--- src/rtl/cpu4_pkg.sv ---
`timescale 1ns/1ps
package cpu4_pkg;
  localparam int INSN_W    = 16;
  localparam int REG_IDX_W = 3;
  localparam int NREG      = 2 ** REG_IDX_W;
  localparam int IMM_W     = 8;

  typedef enum logic [1:0] {
    OP_ADD = 2'b00,
    OP_NEG = 2'b01,
    OP_LDI = 2'b10,
    OP_JIZ = 2'b11
  } op_e;

  // imm = {rd, pad}
  typedef struct packed {
    op_e                  op;
    logic [REG_IDX_W-1:0] ra;
    logic [REG_IDX_W-1:0] rb;
    logic [REG_IDX_W-1:0] rd;
    logic [4:0]           pad;
  } insn_t;
endpackage

--- src/rtl/cpu4_regfile.sv ---
`timescale 1ns/1ps
module cpu4_regfile
  import cpu4_pkg::*;
#(
  parameter int DATA_W = 32
) (
  input  logic                 clk_i,
  input  logic                 rst_ni,
  input  logic                 we_i,
  input  logic [REG_IDX_W-1:0] waddr_i,
  input  logic [DATA_W-1:0]    wdata_i,
  input  logic [REG_IDX_W-1:0] raddr_a_i,
  input  logic [REG_IDX_W-1:0] raddr_b_i,
  input  logic [REG_IDX_W-1:0] raddr_d_i,
  output logic [DATA_W-1:0]    rdata_a_o,
  output logic [DATA_W-1:0]    rdata_b_o,
  output logic [DATA_W-1:0]    rdata_d_o
);
  logic [NREG-1:0][DATA_W-1:0] rd_vec;

  for (genvar i = 0; i < NREG; i++) begin : g_reg
    if (i < 2) begin : g_const
      assign rd_vec[i] = DATA_W'(i);
    end else begin : g_store
      logic [DATA_W-1:0] q;
      always_ff @(posedge clk_i or negedge rst_ni) begin
        if (!rst_ni) q <= '0;
        else if (we_i && waddr_i == REG_IDX_W'(i)) q <= wdata_i;
      end
      assign rd_vec[i] = q;
    end
  end

  assign rdata_a_o = rd_vec[raddr_a_i];
  assign rdata_b_o = rd_vec[raddr_b_i];
  assign rdata_d_o = rd_vec[raddr_d_i];

  // a write to a storage register is visible on the next cycle
  a_r8_write_lands: assert property (@(posedge clk_i) disable iff (!rst_ni)
    (we_i && waddr_i > REG_IDX_W'(1)) |=> rd_vec[$past(waddr_i)] == $past(wdata_i));
endmodule

--- src/rtl/cpu4_exec.sv ---
`timescale 1ns/1ps
module cpu4_exec
  import cpu4_pkg::*;
#(
  parameter int DATA_W = 32,
  parameter int PC_W   = 8
) (
  input  insn_t                insn_i,
  input  logic [DATA_W-1:0]    a_val_i,
  input  logic [DATA_W-1:0]    b_val_i,
  input  logic [PC_W-1:0]      pc_i,
  output logic                 wr_en_o,
  output logic [REG_IDX_W-1:0] wr_idx_o,
  output logic [DATA_W-1:0]    wr_data_o,
  output logic [PC_W-1:0]      pc_next_o
);
  localparam int EXT_W = DATA_W - IMM_W;

  logic [IMM_W-1:0] imm;
  logic [PC_W-1:0]  pc_inc;

  assign imm    = {insn_i.rd, insn_i.pad};
  assign pc_inc = pc_i + 1'b1;

  always_comb begin
    wr_en_o   = 1'b0;
    wr_idx_o  = insn_i.ra;
    wr_data_o = '0;
    pc_next_o = pc_inc;
    unique case (insn_i.op)
      OP_ADD: begin
        wr_en_o   = 1'b1;
        wr_idx_o  = insn_i.rd;
        wr_data_o = a_val_i + b_val_i;
      end
      OP_NEG: begin
        wr_en_o   = 1'b1;
        wr_data_o = '0 - a_val_i;
      end
      OP_LDI: begin
        wr_en_o   = 1'b1;
        wr_data_o = {{EXT_W{imm[IMM_W-1]}}, imm};
      end
      OP_JIZ: begin
        if (a_val_i == '0) pc_next_o = PC_W'(imm);
      end
      default: ;
    endcase
  end
endmodule

--- src/rtl/cpu4_core.sv ---
`timescale 1ns/1ps
module cpu4_core
  import cpu4_pkg::*;
#(
  parameter int DATA_W = 32,
  parameter int PC_W   = 8
) (
  input  logic                 clk_i,
  input  logic                 rst_ni,
  input  logic                 prog_we_i,
  input  logic [PC_W-1:0]      prog_addr_i,
  input  logic [INSN_W-1:0]    prog_wdata_i,
  input  logic [REG_IDX_W-1:0] dbg_sel_i,
  output logic [DATA_W-1:0]    dbg_data_o,
  output logic [PC_W-1:0]      pc_o
);
  localparam int PROG_DEPTH = 2 ** PC_W;

  logic [INSN_W-1:0]    prog_mem [PROG_DEPTH];
  logic [PC_W-1:0]      pc_q, pc_next;
  insn_t                insn;
  logic [DATA_W-1:0]    a_val, b_val, wr_data;
  logic [REG_IDX_W-1:0] wr_idx;
  logic                 wr_en;

  always_ff @(posedge clk_i) begin
    if (prog_we_i) prog_mem[prog_addr_i] <= prog_wdata_i;
  end

  assign insn = insn_t'(prog_mem[pc_q]);

  always_ff @(posedge clk_i or negedge rst_ni) begin
    if (!rst_ni) pc_q <= '0;
    else         pc_q <= pc_next;
  end

  cpu4_regfile #(.DATA_W(DATA_W)) u_rf (
    .clk_i     (clk_i),
    .rst_ni    (rst_ni),
    .we_i      (wr_en),
    .waddr_i   (wr_idx),
    .wdata_i   (wr_data),
    .raddr_a_i (insn.ra),
    .raddr_b_i (insn.rb),
    .raddr_d_i (dbg_sel_i),
    .rdata_a_o (a_val),
    .rdata_b_o (b_val),
    .rdata_d_o (dbg_data_o)
  );

  cpu4_exec #(.DATA_W(DATA_W), .PC_W(PC_W)) u_exec (
    .insn_i    (insn),
    .a_val_i   (a_val),
    .b_val_i   (b_val),
    .pc_i      (pc_q),
    .wr_en_o   (wr_en),
    .wr_idx_o  (wr_idx),
    .wr_data_o (wr_data),
    .pc_next_o (pc_next)
  );

  assign pc_o = pc_q;

  a_r6_pc_step: assert property (@(posedge clk_i) disable iff (!rst_ni)
    (insn.op != OP_JIZ || a_val != '0) |=> pc_q == PC_W'($past(pc_q) + 1'b1));

  a_r5_jump_taken: assert property (@(posedge clk_i) disable iff (!rst_ni)
    (insn.op == OP_JIZ && a_val == '0) |=> pc_q == PC_W'($past({insn.rd, insn.pad})));

  a_r8_jump_no_write: assert property (@(posedge clk_i) disable iff (!rst_ni)
    (insn.op == OP_JIZ) |-> !wr_en);

  a_r3_neg_sum: assert property (@(posedge clk_i) disable iff (!rst_ni)
    (insn.op == OP_NEG) |-> (DATA_W'(wr_data + a_val) == '0));

  a_r7_const_regs: assert property (@(posedge clk_i) disable iff (!rst_ni)
    (dbg_sel_i < REG_IDX_W'(2)) |-> dbg_data_o == DATA_W'(dbg_sel_i));
endmodule

--- config.mk ---
export PLATFORM = sky130hd
export DESIGN_NAME = cpu4_core
export DESIGN_NICKNAME = d
export VERILOG_FILES = /design/src/rtl/cpu4_pkg.sv /design/src/rtl/cpu4_regfile.sv /design/src/rtl/cpu4_exec.sv /design/src/rtl/cpu4_core.sv
export SDC_FILE = /design/constraint.sdc
export NUM_CORES = 2
export LEC_CHECK = 0
export BUFFER_PORTS_ARGS = -buffer_cell sky130_fd_sc_hd__buf_2
export CAP_MARGIN = 20
export CORE_UTILIZATION = 60
export CTS_CLUSTER_SIZE = 14
export DETAILED_ROUTE_END_ITERATION = 10
export PLACE_DENSITY = 0.81
export SYNTH_ARGS = -nofsm -noshare
export SYNTH_HDL_FRONTEND = slang
export SYNTH_HIERARCHICAL = 1
export SYNTH_SLANG_ARGS = --single-unit
--- constraint.sdc ---
create_clock -name clk_i -period 7.5 [get_ports clk_i]
set_clock_uncertainty 0.1 [all_clocks]
set_input_delay 0.75 -clock clk_i [delete_from_list [all_inputs] [get_ports clk_i]]
set_output_delay 0.75 -clock clk_i [all_outputs]
set_load 0.03 [all_outputs]
==> flow_summary_export.csv <==
group,metric,value,unit
outcome,outcome,"finished clean",
floorplanning,die_w,539,um
sta,setup_slack,0.120,ns
place,pre_cts_slack,-0.181,ns
detailed_routing,wl_per_cell,36.4,um
floorplanning,die_h,539,um
power_and_ir_drop,p_leak,66.7,nW
synth,yosysWarnings,6,
synth,synth_edf_count,4096,
power_and_ir_drop,p_comb_share,43.8,%
synth,ys_seq_area_share,73.9,%
sta,slew_violations,0,
power_and_ir_drop,p_seq_share,32.1,%
clocking,clockRootBuffer,"clkbuf_16",
clocking,cts.path.max_buffers,4,
detailed_routing,via_per_inst,7.18,
clocking,h-tree-depth,5,
setup_path,slowest_delay,0.57,ns
power_and_ir_drop,p_int,0.0542,W
synth,synthesis.nets,8816,
sta,rsz0062_at_grt,"true",
detailed_routing,finalWirelength,494,mm
synth,ys_seq_elements,4296,
sta,worst_pin_slew,1.46,ns
power_and_ir_drop,sw_frac_of_total,36.7,%
clocking,clk_pin_slew,0.06,ns
synth,syn_area,0.173,mm^2
sta,clock.fmax,0.135,GHz
place,portBuffers,69,
synth,synthTopCellsByArea,"edfxtp_1, mux4_2, mux2i_1, dfrtp_1, mux2_2",
min_path,hp-class,"in2reg",
place,place.gp.congestion,0.940,
grt,grt_util_all_layers,33.5,%
finish,syn2layout_area_growth,13.1,%
synth,synth.top_cell.area_share,71.0,%
synth,synth_flop_cell,"edfxtp_1",
sta,timing.final.crit_share,98.4,%
setup_path,worstSetupStartpointType,"flop",
clocking,insertion_delay,1.02,ns
setup_path,slowest_stage,"dfrtp_4",
finish,nFillCells,16600,
floorplanning,io_pins,70,
finish,drive_above_1_share,26.4,%
power_and_ir_drop,irDropWorstVdd,0.640,mV
grt,antenna_found_initial,30,
floorplanning,core,0.286,mm^2
sta,setup-violations-final,0,
setup_path,crit_buf_inv,4,
synth,syn_avg_cell_area,19.8,um^2
detailed_routing,drt_pass1_iterations,8,
run,drv_cap,0,
setup_path,crit_type,"reg2reg",
sta,hold_viol,0,
setup_path,worstPathMaxFanout,21,
finish,final_cell_mix,"edfxtp_1, mux2i_1, mux4_2",
detailed_routing,ant_nets,0,
finish,finalNetCount,9519,
setup_path,required,8.22,ns
place,hpwl,284,mm
floorplanning,die_area,0.291,mm^2
power_and_ir_drop,p_clk_share,24.0,%
setup_path,crit_family,"compound AO/OA/AOI/OAI gates",
floorplanning,start_util,60.5,%
grt,grt_pass1_wl,696,mm
sta,min_period,7.38,ns
synth,async_reset_ff_share,4.66,%
detailed_routing,vias,97500,
sta,slew_headroom,2.43,%
setup_path,arrival,8.10,ns
clocking,cts_buffers,415,
power_and_ir_drop,switching_power,0.0315,W
synth,synthDistinctLibCells,82,
grt,globalRouteOverflowTotal,0,
setup_path,end_kind,"flop",
power_and_ir_drop,powerDensity,438,mW/mm^2
clocking,cts_tree,"yes",
synth,yosysTopAreaCell,"edfxtp_1",
grt,grt_max_degree,181,
grt,grt_pass1_vias,96100,
power_and_ir_drop,p_total,0.0857,W
clocking,cts_sinks,4296,
synth,syn_inst,8752,
detailed_routing,drc_errors,0,
detailed_routing,dr.first_iter.drc_count,16300,
finish,final_common_cell,"edfxtp_1",
floorplanning,num_rows,196,
## state kept, by name (all words and copies together), names as in the netlist
signal            count
u_rf/g.g_store.q    192
pc_o                  8
prog_mem           4096
## power by group through the flow
| stage | Combinational, W | Clock, W | Sequential [W] |
|---|---|---|---|
| finish | 0.0376 | 0.0206 | 0.0276 |
| global route | 0.0392 | 0.0216 | 0.0276 |
| CTS | 0.0364 | 0.0207 | 0.0275 |
| detailed placement | 0.0358 | 0 | 0.0280 |
| global placement | 0.0352 | 0 | 0.0280 |
| floorplan | 0.0225 | 0 | 0.0278 |
## cells in the mapped netlist (all sizes together), types with 29 or more instances
master     n
mux2     283
mux2i    847
o22ai    160
a22oi     43
a22o      32
nor3     108
clkbuf   268
o221ai   264
edfxtp  4096
buf      279
o21ai    159
nand3     46
a221oi    29
mux4     797
xnor2     33
ha        33
dfrtp    200
a21oi    231
o22a      93
nand2     90
nor2     356
nand4     34
## worst paths after layout
check / startpoint / endpoint / slack, ns / depth (start not counted)
max in group asynchronous: rst_ni / u_rf/g_reg[2].g_store.q[28]$_DFFE_PN0P_ / 5.61 / 4
worst max register to register: pc_o[0]$_DFF_PN0_ / u_rf/g_reg[2].g_store.q[26]$_DFFE_PN0P_ / 0.12 / 25
worst min register to register: u_rf/g_reg[6].g_store.q[0]$_DFFE_PN0P_ / u_rf/g_reg[6].g_store.q[0]$_DFFE_PN0P_ / 0.42 / 1
worst max-delay path: pc_o[0]$_DFF_PN0_ / u_rf/g_reg[2].g_store.q[26]$_DFFE_PN0P_ / 0.12 / 25
worst min-delay path: prog_wdata_i[11] / prog_mem[157][11]$_DFFE_PP_ / 0.12 / 1
min in group asynchronous: rst_ni / u_rf/g_reg[2].g_store.q[9]$_DFFE_PN0P_ / 0.46 / 2
## per-layer routing
layer  share of wire (%)  wire length [um]  global-route usage, %
met3                  13             63300                   8.09
met5               0.030               147                      0
met2                  47            233000                   52.4
met4                 6.1             29900                   16.7
met1                  34            168000                   44.3
## final cells by class
| class | count | area [um^2] | share of cell area, % |
|---|---|---|---|
| Antenna cell | 12 | 30.0 | 0.0153 |
| Clock buffer | 540 | 11100 | 5.65 |
| Clock inverter | 224 | 2240 | 1.14 |
| Inverter | 16 | 72.6 | 0.0370 |
| Multi-Input combinational cell | 3892 | 42400 | 21.6 |
| Sequential cell | 4296 | 128000 | 65.4 |
| Tap cell | 3762 | 4710 | 2.40 |
| Timing Repair Buffer | 834 | 7390 | 3.77 |
## timing repair
item,CTS,global route
resized for setup,9,66
endpoints found under the hold margin,118,0
hold buffers,1,0
buffers inserted,0,6
cloned,0,3
setup endpoints to repair,70,108
pin swaps,0,7
## per-stage QoR
step	setup TNS (ns)	area (um^2)	util, %	cells	hold WS [ns]
detailed placement	-3.55	182000	63.6	12800	0.404
CTS	0	195000	68.2	13500	0.0808
finish	0	196000	68.4	13600	0.122
floorplan	0	173000	-	8752	0.354
global route	-0.688	196000	68.4	13600	0.0998
global placement	-1.08	182000	63.5	12800	0.390
## cell families (layout without fill, tap and decap cells)
family                     count (synthesis)  count (layout)  synth area share (%)
AOI/OAI and AO/OA                       1129            1129                  4.57
muxes                                   1927            1927                  17.1
xor gates and xnor gates                  61              61                 0.309
other                                      0              12                     0
buffers and inverters                    564            1614                  1.87
and+or+nand+nor                          741             741                  1.97
adders and majority gates                 34              34                 0.250
DFF                                     4296            4296                  73.9
No activity file was read; power rests on OpenSTA's default activity.
